==> src/rtl/opalu_pkg.sv <==
package opalu_pkg;
  localparam int NIB_W = 4;
  localparam int FLAG_W = 4;
  localparam int FL_Z = 0;
  localparam int FL_CN = 1;
  localparam int FL_N = 2;
  localparam int FL_SPARE = 3;
  localparam logic [FLAG_W-1:0] FLAG_RST = 4'b0010;

  typedef struct packed {
    logic [3:0] fsel;
    logic       logic_mode;
    logic       cin_n;
  } alu_ctl_t;

  localparam logic [3:0] NB_ADD  = 4'h0;
  localparam logic [3:0] NB_ADDC = 4'h1;
  localparam logic [3:0] NB_NAND = 4'h2;
  localparam logic [3:0] NB_SUB  = 4'h3;
  localparam logic [3:0] NB_AND  = 4'h4;
  localparam logic [3:0] NB_OR   = 4'h5;
  localparam logic [3:0] NB_SUBC = 4'h6;
  localparam logic [3:0] NB_XOR  = 4'h7;
  localparam logic [3:0] NB_NOTA = 4'h8;
  localparam logic [3:0] NB_NOR  = 4'h9;
  localparam logic [3:0] NB_XNOR = 4'hA;
  localparam logic [3:0] NB_PASB = 4'hB;
  localparam logic [3:0] NB_PASA = 4'hC;
  localparam logic [3:0] NB_INC  = 4'hD;
  localparam logic [3:0] NB_DEC  = 4'hE;
  localparam logic [3:0] NB_CLR  = 4'hF;
endpackage

==> src/rtl/opalu_ctl_rom.sv <==
module opalu_ctl_rom
  import opalu_pkg::*;
(
  input  logic [NIB_W-1:0] op_nib,
  input  logic             carry_n_q,
  output alu_ctl_t         ctl
);
  always_comb begin
    ctl = '{fsel: 4'h0, logic_mode: 1'b0, cin_n: 1'b1};
    unique case (op_nib)
      NB_ADD:  ctl = '{fsel: 4'h9, logic_mode: 1'b0, cin_n: 1'b1};
      NB_ADDC: ctl = '{fsel: 4'h9, logic_mode: 1'b0, cin_n: carry_n_q};
      NB_NAND: ctl = '{fsel: 4'h4, logic_mode: 1'b1, cin_n: 1'b1};
      NB_SUB:  ctl = '{fsel: 4'h6, logic_mode: 1'b0, cin_n: 1'b0};
      NB_AND:  ctl = '{fsel: 4'hB, logic_mode: 1'b1, cin_n: 1'b1};
      NB_OR:   ctl = '{fsel: 4'hE, logic_mode: 1'b1, cin_n: 1'b1};
      NB_SUBC: ctl = '{fsel: 4'h6, logic_mode: 1'b0, cin_n: carry_n_q};
      NB_XOR:  ctl = '{fsel: 4'h6, logic_mode: 1'b1, cin_n: 1'b1};
      NB_NOTA: ctl = '{fsel: 4'h0, logic_mode: 1'b1, cin_n: 1'b1};
      NB_NOR:  ctl = '{fsel: 4'h1, logic_mode: 1'b1, cin_n: 1'b1};
      NB_XNOR: ctl = '{fsel: 4'h9, logic_mode: 1'b1, cin_n: 1'b1};
      NB_PASB: ctl = '{fsel: 4'hA, logic_mode: 1'b1, cin_n: 1'b1};
      NB_PASA: ctl = '{fsel: 4'hF, logic_mode: 1'b1, cin_n: 1'b1};
      NB_INC:  ctl = '{fsel: 4'h0, logic_mode: 1'b0, cin_n: 1'b0};
      NB_DEC:  ctl = '{fsel: 4'hF, logic_mode: 1'b0, cin_n: 1'b1};
      NB_CLR:  ctl = '{fsel: 4'h3, logic_mode: 1'b1, cin_n: 1'b1};
      default: ctl = '{fsel: 4'h0, logic_mode: 1'b0, cin_n: 1'b1};
    endcase
  end
endmodule

==> src/rtl/opalu_slice.sv <==
module opalu_slice #(
  parameter int SW = 4
) (
  input  logic [SW-1:0] a,
  input  logic [SW-1:0] b,
  input  logic [3:0]    fsel,
  input  logic          logic_mode,
  input  logic          cin_n,
  output logic [SW-1:0] f,
  output logic          co_n
);
  logic [SW-1:0] term_p, term_g, lf;
  logic [SW:0]   sum;

  // Arithmetic: F = P + G + carry, P/G chosen by the select bits
  always_comb begin
    term_p = a | (b & {SW{fsel[0]}}) | (~b & {SW{fsel[1]}});
    term_g = (a & ~b & {SW{fsel[2]}}) | (a & b & {SW{fsel[3]}});
    sum    = {1'b0, term_p} + {1'b0, term_g} + {{SW{1'b0}}, ~cin_n};
  end

  always_comb begin
    unique case (fsel)
      4'h0: lf = ~a;
      4'h1: lf = ~(a | b);
      4'h2: lf = ~a & b;
      4'h3: lf = '0;
      4'h4: lf = ~(a & b);
      4'h5: lf = ~b;
      4'h6: lf = a ^ b;
      4'h7: lf = a & ~b;
      4'h8: lf = ~a | b;
      4'h9: lf = ~(a ^ b);
      4'hA: lf = b;
      4'hB: lf = a & b;
      4'hC: lf = '1;
      4'hD: lf = a | ~b;
      4'hE: lf = a | b;
      4'hF: lf = a;
      default: lf = a;
    endcase
  end

  assign f    = logic_mode ? lf : sum[SW-1:0];
  assign co_n = logic_mode ? 1'b1 : ~sum[SW];
endmodule

==> src/rtl/opalu_flags.sv <==
module opalu_flags
  import opalu_pkg::*;
(
  input  logic              clk,
  input  logic              rst,
  input  logic              latch,
  input  logic              restore,
  input  logic [FLAG_W-1:0] din,
  input  logic              z_in,
  input  logic              cn_in,
  input  logic              n_in,
  output logic [FLAG_W-1:0] flags_q
);
  always_ff @(posedge clk) begin
    if (rst)           flags_q <= FLAG_RST;
    else if (restore)  flags_q <= din;
    else if (latch) begin
      flags_q[FL_Z]     <= z_in;
      flags_q[FL_CN]    <= cn_in;
      flags_q[FL_N]     <= n_in;
      flags_q[FL_SPARE] <= 1'b0;
    end
  end

  // no strobe, no change
  a_r6_flags_hold: assert property (@(posedge clk) disable iff (rst)
    (!latch && !restore) |=> $stable(flags_q));
  // restore wins over latch
  a_r7_restore: assert property (@(posedge clk) disable iff (rst)
    restore |=> (flags_q == $past(din)));
  // zero and sign captured from the ALU
  a_r5_zero_sign: assert property (@(posedge clk) disable iff (rst)
    (latch && !restore) |=> (flags_q[FL_Z] == $past(z_in)) && (flags_q[FL_N] == $past(n_in)));
endmodule

==> src/rtl/opalu_top.sv <==
module opalu_top
  import opalu_pkg::*;
#(
  parameter int WIDTH   = 8,
  parameter int SLICE_W = 4,
  parameter int OP_W    = 8
) (
  input  logic              clk,
  input  logic              rst,
  input  logic [OP_W-1:0]   opcode,
  input  logic [WIDTH-1:0]  op_a,
  input  logic [WIDTH-1:0]  op_b,
  input  logic              res_oe,
  input  logic              flag_latch,
  input  logic              flag_restore,
  input  logic [FLAG_W-1:0] flag_din,
  output logic [WIDTH-1:0]  result,
  output logic [WIDTH-1:0]  bus_data,
  output logic              bus_drive,
  output logic [FLAG_W-1:0] flags
);
  localparam int NSLICE = WIDTH / SLICE_W;

  alu_ctl_t          ctl;
  logic [NSLICE:0]   chain_n;
  logic              res_zero;

  opalu_ctl_rom u_rom (
    .op_nib    (opcode[NIB_W-1:0]),
    .carry_n_q (flags[FL_CN]),
    .ctl       (ctl)
  );

  assign chain_n[0] = ctl.cin_n;

  for (genvar gi = 0; gi < NSLICE; gi++) begin : g_slice
    opalu_slice #(.SW(SLICE_W)) u_slice (
      .a          (op_a[gi*SLICE_W +: SLICE_W]),
      .b          (op_b[gi*SLICE_W +: SLICE_W]),
      .fsel       (ctl.fsel),
      .logic_mode (ctl.logic_mode),
      .cin_n      (chain_n[gi]),
      .f          (result[gi*SLICE_W +: SLICE_W]),
      .co_n       (chain_n[gi+1])
    );
  end

  assign res_zero = (result == '0);

  opalu_flags u_flags (
    .clk     (clk),
    .rst     (rst),
    .latch   (flag_latch),
    .restore (flag_restore),
    .din     (flag_din),
    .z_in    (res_zero),
    .cn_in   (chain_n[NSLICE]),
    .n_in    (result[WIDTH-1]),
    .flags_q (flags)
  );

  always_ff @(posedge clk) begin
    if (rst) begin
      bus_data  <= '0;
      bus_drive <= 1'b0;
    end else begin
      bus_drive <= res_oe;
      bus_data  <= res_oe ? result : '0;
    end
  end

  // nibble 2 is NAND on the slice outputs
  a_r2_nand: assert property (@(posedge clk) disable iff (rst)
    (opcode[3:0] == NB_NAND) |-> (result == ~(op_a & op_b)));
  // nibble 3 yields A-B and no-borrow reported active low
  a_r4_sub_carry: assert property (@(posedge clk) disable iff (rst)
    (opcode[3:0] == NB_SUB) |-> (result == WIDTH'(op_a - op_b)) && (chain_n[NSLICE] == (op_a < op_b)));
  // logic ops store carry_n = 1
  a_r4_logic_carry: assert property (@(posedge clk) disable iff (rst)
    (ctl.logic_mode && flag_latch && !flag_restore) |=> flags[FL_CN]);
  // bus released when not enabled
  a_r8_release: assert property (@(posedge clk) disable iff (rst)
    !res_oe |=> (!bus_drive && bus_data == '0));
  // enabled bus carries the prior result
  a_r8_drive: assert property (@(posedge clk) disable iff (rst)
    res_oe |=> (bus_drive && bus_data == $past(result)));
endmodule

==> config.mk <==
export PLATFORM = sky130hd
export DESIGN_NAME = opalu_top
export DESIGN_NICKNAME = d
export VERILOG_FILES = /design/src/rtl/opalu_pkg.sv /design/src/rtl/opalu_ctl_rom.sv /design/src/rtl/opalu_slice.sv /design/src/rtl/opalu_flags.sv /design/src/rtl/opalu_top.sv
export SDC_FILE = /design/constraint.sdc
export NUM_CORES = 1
export LEC_CHECK = 0
export BUFFER_PORTS_ARGS = -buffer_cell sky130_fd_sc_hd__buf_2
export CORE_ASPECT_RATIO = 1.2
export CORE_MARGIN = 8
export CORE_UTILIZATION = 32
export DETAILED_ROUTE_END_ITERATION = 8
export PLACE_DENSITY = 0.58
export SETUP_SLACK_MARGIN = 0.5
export SYNTH_ARGS = -nofsm -noshare
export SYNTH_HDL_FRONTEND = slang
export SYNTH_SLANG_ARGS = --single-unit
export TNS_END_PERCENT = 1
==> constraint.sdc <==
create_clock -name clk -period 7.6 [get_ports clk]
set_input_delay 0.76 -clock clk [delete_from_list [all_inputs] [get_ports clk]]
set_output_delay 0.76 -clock clk [all_outputs]
set_load 0.02 [all_outputs]
; After elaboration in Yosys (flattened, before gate mapping)
; Cells that the tools add are included.
[totals]
ff_bits = 13
[op_classes]
addsub = 4
eq_ne = 30
mux = 9
n_bitwise = 43
n_reduce_logical = 5
[ops]
columns = cell, count
row1 = $pmux W4 S16, 2
row2 = $pmux W6 S16, 1
row3 = $eq A4 B4 Y1 const B, 16
row4 = $and A4 B4 Y4, 14
row5 = $or A4 B4 Y4, 12
row6 = $not A4 Y4, 10
row7 = $eq A4 B3 Y1 const B, 8
row8 = $eq A4 B2 Y1 const B, 4
row9 = $mux W4, 4
row10 = $add A4 B4 Y5, 2
row11 = $add A5 B1 Y5, 2
row12 = $eq A4 B1 Y1 const B, 2
row13 = $logic_not A4 Y1, 2
row14 = $logic_not A8 Y1, 1
row15 = $xor A4 B4 Y4, 2
row16 = $not A1 Y1, 5
row17 = $mux W1, 2
row18 = $reduce_bool A2 Y1, 1
row19 = $reduce_or A2 Y1, 1

; Logic depth before layout (Yosys ltp)
; Gate-level depths: netlist (run 1).
[depth]
depth_word = 15
ltp_mapped = 22
mapped_depth_nobuf = 19

; Modules after synthesis
; A second synthesis (run 1) with hierarchy kept.
[unflattened]
cells_unflattened = 380
area_unflattened_um2 = 2866.5
[modules_own_cells]
columns = mod, n_inst, cells_per_inst, area_each_um2, seq_area_each_um2
row1 = opalu_slice (g_slice[0].u_slice), 1, 155, 1161.1, 0.0
row2 = opalu_slice (g_slice[1].u_slice), 1, 160, 1083.5, 0.0
row3 = opalu_top, 1, 22, 260.2, 180.2
row4 = opalu_ctl_rom, 1, 25, 181.4, 0.0
row5 = opalu_flags, 1, 18, 180.2, 80.1

; Worst setup path before layout (run 1)
; No wires, ideal clock.
[synth_timing]
path_kind = input to output
start = input opcode[3]
end = output result[6]
arrival_time_ns = 4.411
required_time_ns = 6.840
slack_ns = 2.429
path_stages = 16
path_buffers = 4
path_cell_list = buf_6 > inv_1 > buf_2 > buf_1 > clkbuf_1 > a21oi_1 > fa_1 > fa_1 > a21oi_1 > nor2b_1 > o21ai_0 > fa_1 > inv_1 > fa_1 > xor2_1 > a22o_1
[synth_between]
elab_chain_cells = 12
elab_cells_between_ends = 57
[synth_rtl]
columns = element, line_no
row1 = from (decl), opalu_top.sv:10  ; input logic [OP_W-1:0] opcode,
row2 = "$eq A4 B4 Y1, or another cell as far along", opalu_ctl_rom.sv:10  ; unique case (op_nib)
row3 = $pmux W6 S16 *, opalu_ctl_rom.sv:10
row4 = $and A4 B4 Y4, opalu_slice.sv:17  ; term_p = a | (b & {SW{fsel[0]}}) | (~b & {SW{fsel[1]}});
row5 = $or A4 B4 Y4 (2 in series), opalu_slice.sv:17
row6 = $add A4 B4 Y5, opalu_slice.sv:19  ; sum = {1'b0, term_p} + {1'b0, term_g} + {{SW{1'b0}}, ~cin_n};
row7 = $add A5 B1 Y5, opalu_slice.sv:19
row8 = $not A1 Y1, opalu_slice.sv:45  ; assign co_n = logic_mode ? 1'b1 : ~sum[SW];
row9 = $mux W1, opalu_slice.sv:45
row10 = $not A1 Y1, opalu_slice.sv:19
row11 = $add A5 B1 Y5, opalu_slice.sv:19
row12 = $mux W4 *, opalu_slice.sv:44  ; assign f = logic_mode ? lf : sum[SW-1:0];
row13 = to (decl), opalu_top.sv:17  ; output logic [WIDTH-1:0] result,
; Every way passes the cells marked *; elsewhere a longest branch is shown, timed or not.

; Worst setup path in the final report (run 1)
; Ends and elaborated chain as after synthesis.

==> impl_metrics.env, run 1 <==
export IMPL_pwr_share_comb_pct=61.9
export IMPL_clk_pin_slew_ns=0.05
export IMPL_finalClockSkew_ns=0.001670
export IMPL_fp_row_count=37
export IMPL_cp_start_kind="primary input"
export IMPL_grt_max_degree=48
export IMPL_min_period_over_period_pct=79.22
export IMPL_finalWorstSetupSlack_ns=1.579
export IMPL_syn_num_nets=444
export IMPL_powerDensity_nw_per_um2=117.2
export IMPL_clock_sinks=13
export IMPL_n_antenna_cell=0
export IMPL_slew_limit_headroom_pct=40.63
export IMPL_grt_pass1_vias=2948
export IMPL_fillers=940
export IMPL_areaGrowthSynthToFinish_pct=11.54
export IMPL_criticalPathCategory="primary input to output port"
export IMPL_syn_area_per_cell_um2=7.189
export IMPL_final_nets=472
export IMPL_seqPwrFrac_pct=21.1
export IMPL_top_layer_used="met4"
export IMPL_end_kind="output port"
export IMPL_tightest_slew_ns=0.8888
export IMPL_grt_usage_pct=15.81
export IMPL_postCtsSetupBuffers=0
export IMPL_die_h_um=116.8
export IMPL_grt_overflow_total=0
export IMPL_ys_flop_type="dfxtp_1"
export IMPL_grt_first_pass_wirelength_um=15200
export IMPL_cts_resized=0
export IMPL_ys_async_sr_fraction_pct=0
export IMPL_rsz0062_at_grt="no"
export IMPL_hold_viol_final=0
export IMPL_met2_length_um=4433
export IMPL_post_dp_hpwl_um=6781
export IMPL_period_minus_slack_ns=6.021
export IMPL_io_buffers=49
export IMPL_antenna_found_initial=0
export IMPL_wl_met1_um=4054
export IMPL_cts_made_buffers=3
export IMPL_path_max_fanout=40
export IMPL_status="completed"
export IMPL_routed_wl_um=9405
export IMPL_leakage_nw=1.315
export IMPL_whs_path_depth=3
export IMPL_clk_insertion_delay_late_ns=0.24
export IMPL_p_switching_mw=0.1630
export IMPL_layout_common_cells="buf_2 (49), a21oi_1 (41), nand2_1 (30), ha_1 (30), o21ai_0 (27)"
export IMPL_avgRoutedWirePerCell_um=18.05
export IMPL_synthCells=377
export IMPL_setup_viol=0
export IMPL_crit_required_ns=6.84
export IMPL_io_pins=54
export IMPL_p_int_mw=0.1913
export IMPL_synth_edff_count=0
export IMPL_cts_max_path_buffers=2
export IMPL_ys_seq_area_share_pct=9.603
export IMPL_p_clk_share_pct=17.0
export IMPL_antenna_left=0
export IMPL_num_vias=3048
export IMPL_postLayoutCoreUtil_pct=35.88
export IMPL_syn_area_um2=2710
export IMPL_drc=0
export IMPL_core_area_um2=8426
export IMPL_die_area_um2=11680
export IMPL_drt_iter0_drc=264
export IMPL_place_ws_ns=1.608
export IMPL_die_x_um=100.0
export IMPL_start_util_pct=32.17
export IMPL_fmax_mhz=166.1
export IMPL_cts_tree="built"
export IMPL_ff2ff_path_depth=15
export IMPL_hp_class="register to register"
export IMPL_slew_violations=0
export IMPL_final_common_cell="buf_2"
export IMPL_drt_pass1_iterations=5
export IMPL_synth_cell_types=58
export IMPL_fin_setup_tns_ns=0
export IMPL_drv_cap=0
export IMPL_ff_latch_area_um2=260.3
export IMPL_crit_arrival_ns=5.26
export IMPL_ys_ff_latch=13
export IMPL_switching_share_pct=46.00
export IMPL_met3WireLength_um=646
export IMPL_place_congestion=0.8292
export IMPL_multiInputGateArea_um2=2171
export IMPL_ys_warn_count=0
export IMPL_drive_above_1_share_pct=17.33
export IMPL_vdd_drop_max_mv=0.04463
export IMPL_vias_per_cell=5.850
export IMPL_root_buffer="clkbuf_8"
export IMPL_postCtsHoldBufs=0
export IMPL_clock_tree_htree_level_count=1
[worst max-delay path: stages]
cell and delay [ns]:
buf_2 0.53, inv_1 0.46, a21oi_1 0.23, o221ai_1 0.14, a221o_1 0.30, fa_1 0.45
fa_1 0.48, a21oi_1 0.15, nor2b_1 0.06, o21ai_0 0.28, fa_1 0.25, inv_1 0.08
fa_1 0.46, xor2_1 0.18, a22o_1 0.26, buf_2 0.17
[final cells by class]
cell class                      count  share of cell area (%)
Multi-Input combinational cell    304                   71.81
Timing Repair Buffer               56                   9.851
Sequential cell                    13                   8.609
Tap cell                          117                   4.843
Inverter                           27                   3.353
Clock buffer                        3                   1.366
Clock inverter                      1                  0.1656
[final timing paths]
kind                      startpoint            endpoint  slack, ns
setup / recovery           opcode[3]           result[6]       1.58
hold / removal    u_flags.flags_q[2]  u_flags.flags_q[2]       0.62
setup reg to reg  u_flags.flags_q[1]  u_flags.flags_q[0]       3.83
hold reg to reg   u_flags.flags_q[2]  u_flags.flags_q[2]       0.62
[synthesized netlist by cell type (3+ instances only)]
cell type,instances,share of area (%)
a211oi_1,8,2.2
mux2i_1,6,2.2
inv_1,25,3.5
o22ai_1,13,3.0
and2_1,8,1.8
a22oi_1,3,0.83
dfxtp_1,13,9.6
nor2_1,25,3.5
o21ai_1,3,0.55
maj3_1,7,2.6
a221oi_1,3,0.97
o21ai_0,27,5.0
a221o_1,6,2.2
a21o_1,5,1.4
nand2b_1,6,1.4
o32ai_1,3,0.97
buf_2,10,1.8
a31oi_1,5,1.2
nor3_1,5,0.92
nand3_1,6,1.1
a211o_1,5,1.6
a21oi_1,41,7.6
ha_1,30,14
nor2b_1,4,0.92
o221ai_1,16,5.2
buf_4,9,2.5
nand2_1,30,4.2
fa_1,4,3.0
clkbuf_1,11,1.5
[power by group through the flow]
| stage | Sequential (mW) | Clock, mW | Combinational (mW) |
|---|---|---|---|
| 2_1_floorplan | 0.0821 | 0 | 0.150 |
| 3_3_place_gp | 0.0761 | 0 | 0.214 |
| 3_5_place_dp | 0.0762 | 0 | 0.216 |
| 4_1_cts | 0.0747 | 0.0622 | 0.217 |
| 5_1_grt | 0.0751 | 0.0643 | 0.241 |
| 6_report | 0.0747 | 0.0603 | 0.219 |
[layer usage]
layer,vias up,track usage (%)
met5,-,0
met4,0,6.162
met3,21,2.071
met2,137,27.31
met1,1431,19.45
li1,1459,-
[logic make-up (layout without fill, tap and decap cells)]
kind of cell,after synthesis,after routing,synth area share (%)
xor gates and xnor gates,4,4,1.293
buffers and inverters,60,87,10.30
adders and majority gates,41,41,19.39
muxes,9,9,3.463
and+or+nand+nor,94,94,16.94
DFF,13,13,9.603
AOI/OAI and AO/OA,156,156,39.01
[registers in the layout (all words and copies together) (netlist names)]
signal	cells
u_flags.flags_q	4
bus_data	8
bus_drive	1
[per-stage QoR]
step / power (mW) / instance area (um2) / hold slack, ns / std cells
6_report: 0.3543 / 3023 / 0.6157 / 521
5_1_grt: 0.3808 / 3023 / 0.6572 / 521
4_1_cts: 0.3541 / 3023 / 0.6204 / 521
3_5_place_dp: 0.2924 / 2977 / 0.6113 / 517
3_3_place_gp: 0.2901 / 2977 / 0.6022 / 517
2_1_floorplan: 0.2318 / 2710 / 0.5945 / 377
Note: power is estimated with default switching activity, not from simulation.
==> inputs of run 2 (changes only) <==
==> constraint.sdc (replaced) <==
create_clock -name clk -period 6.2 [get_ports clk]
set_input_delay 0.62 -clock clk [delete_from_list [all_inputs] [get_ports clk]]
set_output_delay 0.62 -clock clk [all_outputs]
set_load 0.02 [all_outputs]
==> run 2 against run 1 <==
Against the previous run: first-iteration DRC count up 19%; largest power group unchanged; highest routed layer unchanged; critical path depth is 2 higher; register-to-register slack worse by 1.4 ns; critical endpoint unchanged.
==> impl_metrics.env, run 2 (synthesis results as in run 1) <==
export IMPL_rsz0062_at_grt="no"
export IMPL_worstHoldStart="flag_din[1]"
export IMPL_crit_start="opcode[3]"
export IMPL_drive_above_1_share_pct=18.69
export IMPL_final_common_cell="buf_2"
export IMPL_drc=0
export IMPL_drt_pass1_iterations=5
export IMPL_grt_first_pass_wirelength_um=14550
export IMPL_powerDensity_nw_per_um2=142.0
export IMPL_die_h_um=116.8
export IMPL_whs_path_depth=2
export IMPL_grt_max_degree=50
export IMPL_antenna_left=0
export IMPL_avgRoutedWirePerCell_um=17.48
export IMPL_vdd_drop_max_mv=0.05554
export IMPL_start_util_pct=32.17
export IMPL_finalWorstSetupSlack_ns=0.8734
export IMPL_place_ws_ns=0.8547
export IMPL_grt_overflow_total=0
export IMPL_fp_row_count=37
export IMPL_clock_tree_htree_level_count=1
export IMPL_core_area_um2=8426
export IMPL_min_period_over_period_pct=85.91
export IMPL_criticalPathCategory="primary input to output port"
export IMPL_drt_iter0_drc=314
export IMPL_reg_largest_list="bus_data (8), u_flags.flags_q (4), bus_drive (1)"
export IMPL_crit_required_ns=5.58
export IMPL_vias_per_cell=5.858
export IMPL_die_area_um2=11680
export IMPL_postLayoutCoreUtil_pct=36.58
export IMPL_n_antenna_cell=0
export IMPL_status="completed"
export IMPL_io_buffers=49
export IMPL_num_vias=3099
export IMPL_ff2ff_path_depth=15
export IMPL_postCtsSetupBuffers=0
export IMPL_grt_pass1_vias=2820
export IMPL_antenna_found_initial=0
export IMPL_clk_insertion_delay_late_ns=0.24
export IMPL_place_congestion=0.8707
export IMPL_largest_reg_flops=8
export IMPL_slew_limit_headroom_pct=52.10
export IMPL_cts_tree="built"
export IMPL_reg2reg_to="u_flags.flags_q[0]"
export IMPL_root_buffer="clkbuf_8"
export IMPL_cts_made_buffers=3
export IMPL_final_nets=480
export IMPL_slew_violations=0
export IMPL_cts_resized=0
export IMPL_clk_pin_slew_ns=0.05
export IMPL_die_x_um=100.0
export IMPL_crit_arrival_ns=4.71
export IMPL_period_minus_slack_ns=5.327
export IMPL_cp_start_kind="primary input"
export IMPL_clock_sinks=13
export IMPL_drv_cap=0
export IMPL_postCtsHoldBufs=0
export IMPL_path_max_fanout=24
export IMPL_fin_setup_tns_ns=0
export IMPL_areaGrowthSynthToFinish_pct=13.71
export IMPL_grt_usage_pct=15.27
export IMPL_r2r_start="u_flags.flags_q[1]"
export IMPL_end_kind="output port"
export IMPL_tightest_slew_ns=0.7137
export IMPL_post_dp_hpwl_um=6820
export IMPL_setup_viol=0
export IMPL_hp_class="primary input to register"
export IMPL_largest_register="bus_data"
export IMPL_routed_wl_um=9248
export IMPL_leakage_nw=1.352
export IMPL_layout_common_cells="buf_2 (49), a21oi_1 (41), nand2_1 (30), ha_1 (30), o21ai_0 (27)"
export IMPL_min_to="u_flags.flags_q[1]"
export IMPL_finalClockSkew_ns=0.005877
export IMPL_io_pins=54
export IMPL_r2r_slack_ns=2.44
export IMPL_hold_viol_final=0
export IMPL_fmax_mhz=187.7
export IMPL_cts_max_path_buffers=2
## run 2: metal layers
layer / share of wire, % / routed length (um) / vias to the layer above / GRT usage (%)
met3: 7.1 / 659 / 17 / 2.071
met4: 2.4 / 220 / 0 / 5.354
li1: - / - / 1470 / -
met1: 43 / 3941 / 1473 / 18.68
met5: 0 / 0 / - / 0
met2: 48 / 4426 / 139 / 26.73
## run 2: per-stage QoR
step	power (mW)	cell area, um2	hold slack, ns	instances
2_1_floorplan	0.2841	2710	0.5945	377
3_3_place_gp	0.3586	3037	0.5964	525
3_5_place_dp	0.3620	3037	0.6006	525
4_1_cts	0.4371	3082	0.5958	529
5_1_grt	0.4698	3082	0.6043	529
6_report	0.4377	3082	0.5984	529
## run 2: worst max-delay path by stage
stage | end | slack (ns) | cells after the start
final | result[6] | 0.87 | 18
after global routing | result[6] | 0.56 | 18
after CTS | result[6] | 0.85 | 18
after detailed placement | result[6] | 0.85 | 18
after global placement | result[6] | 0.90 | 18
after floorplan | result[6] | 1.31 | 16
## run 2: report_power, final
part	total, mW	internal, mW	switching, mW
Sequential	0.0917	0.0898	0.00188
Clock	0.0749	0.0453	0.0295
Combinational	0.271	0.104	0.168
## run 2: critical path, cell delays in order
cell and delay, ns:
buf_2 0.34, inv_1 0.14, buf_4 0.22, a21oi_1 0.14
a21oi_1 0.05, o221ai_1 0.18, a21oi_1 0.09, fa_1 0.48
fa_1 0.50, a21oi_1 0.17, nor2b_1 0.06, o21ai_0 0.30
fa_1 0.26, inv_1 0.08, fa_1 0.45, xor2_1 0.18
a22o_1 0.26, buf_2 0.17
## run 2: final cells by class
| class | instances | area, um2 |
|---|---|---|
| multi-input combinational | 304 | 2171 |
| fill | 923 | 5344 |
| clock buffer | 4 | 45.04 |
| inverter | 27 | 101.3 |
| timing repair buffer | 64 | 357.8 |
| tap | 117 | 146.4 |
| sequential | 13 | 260.3 |
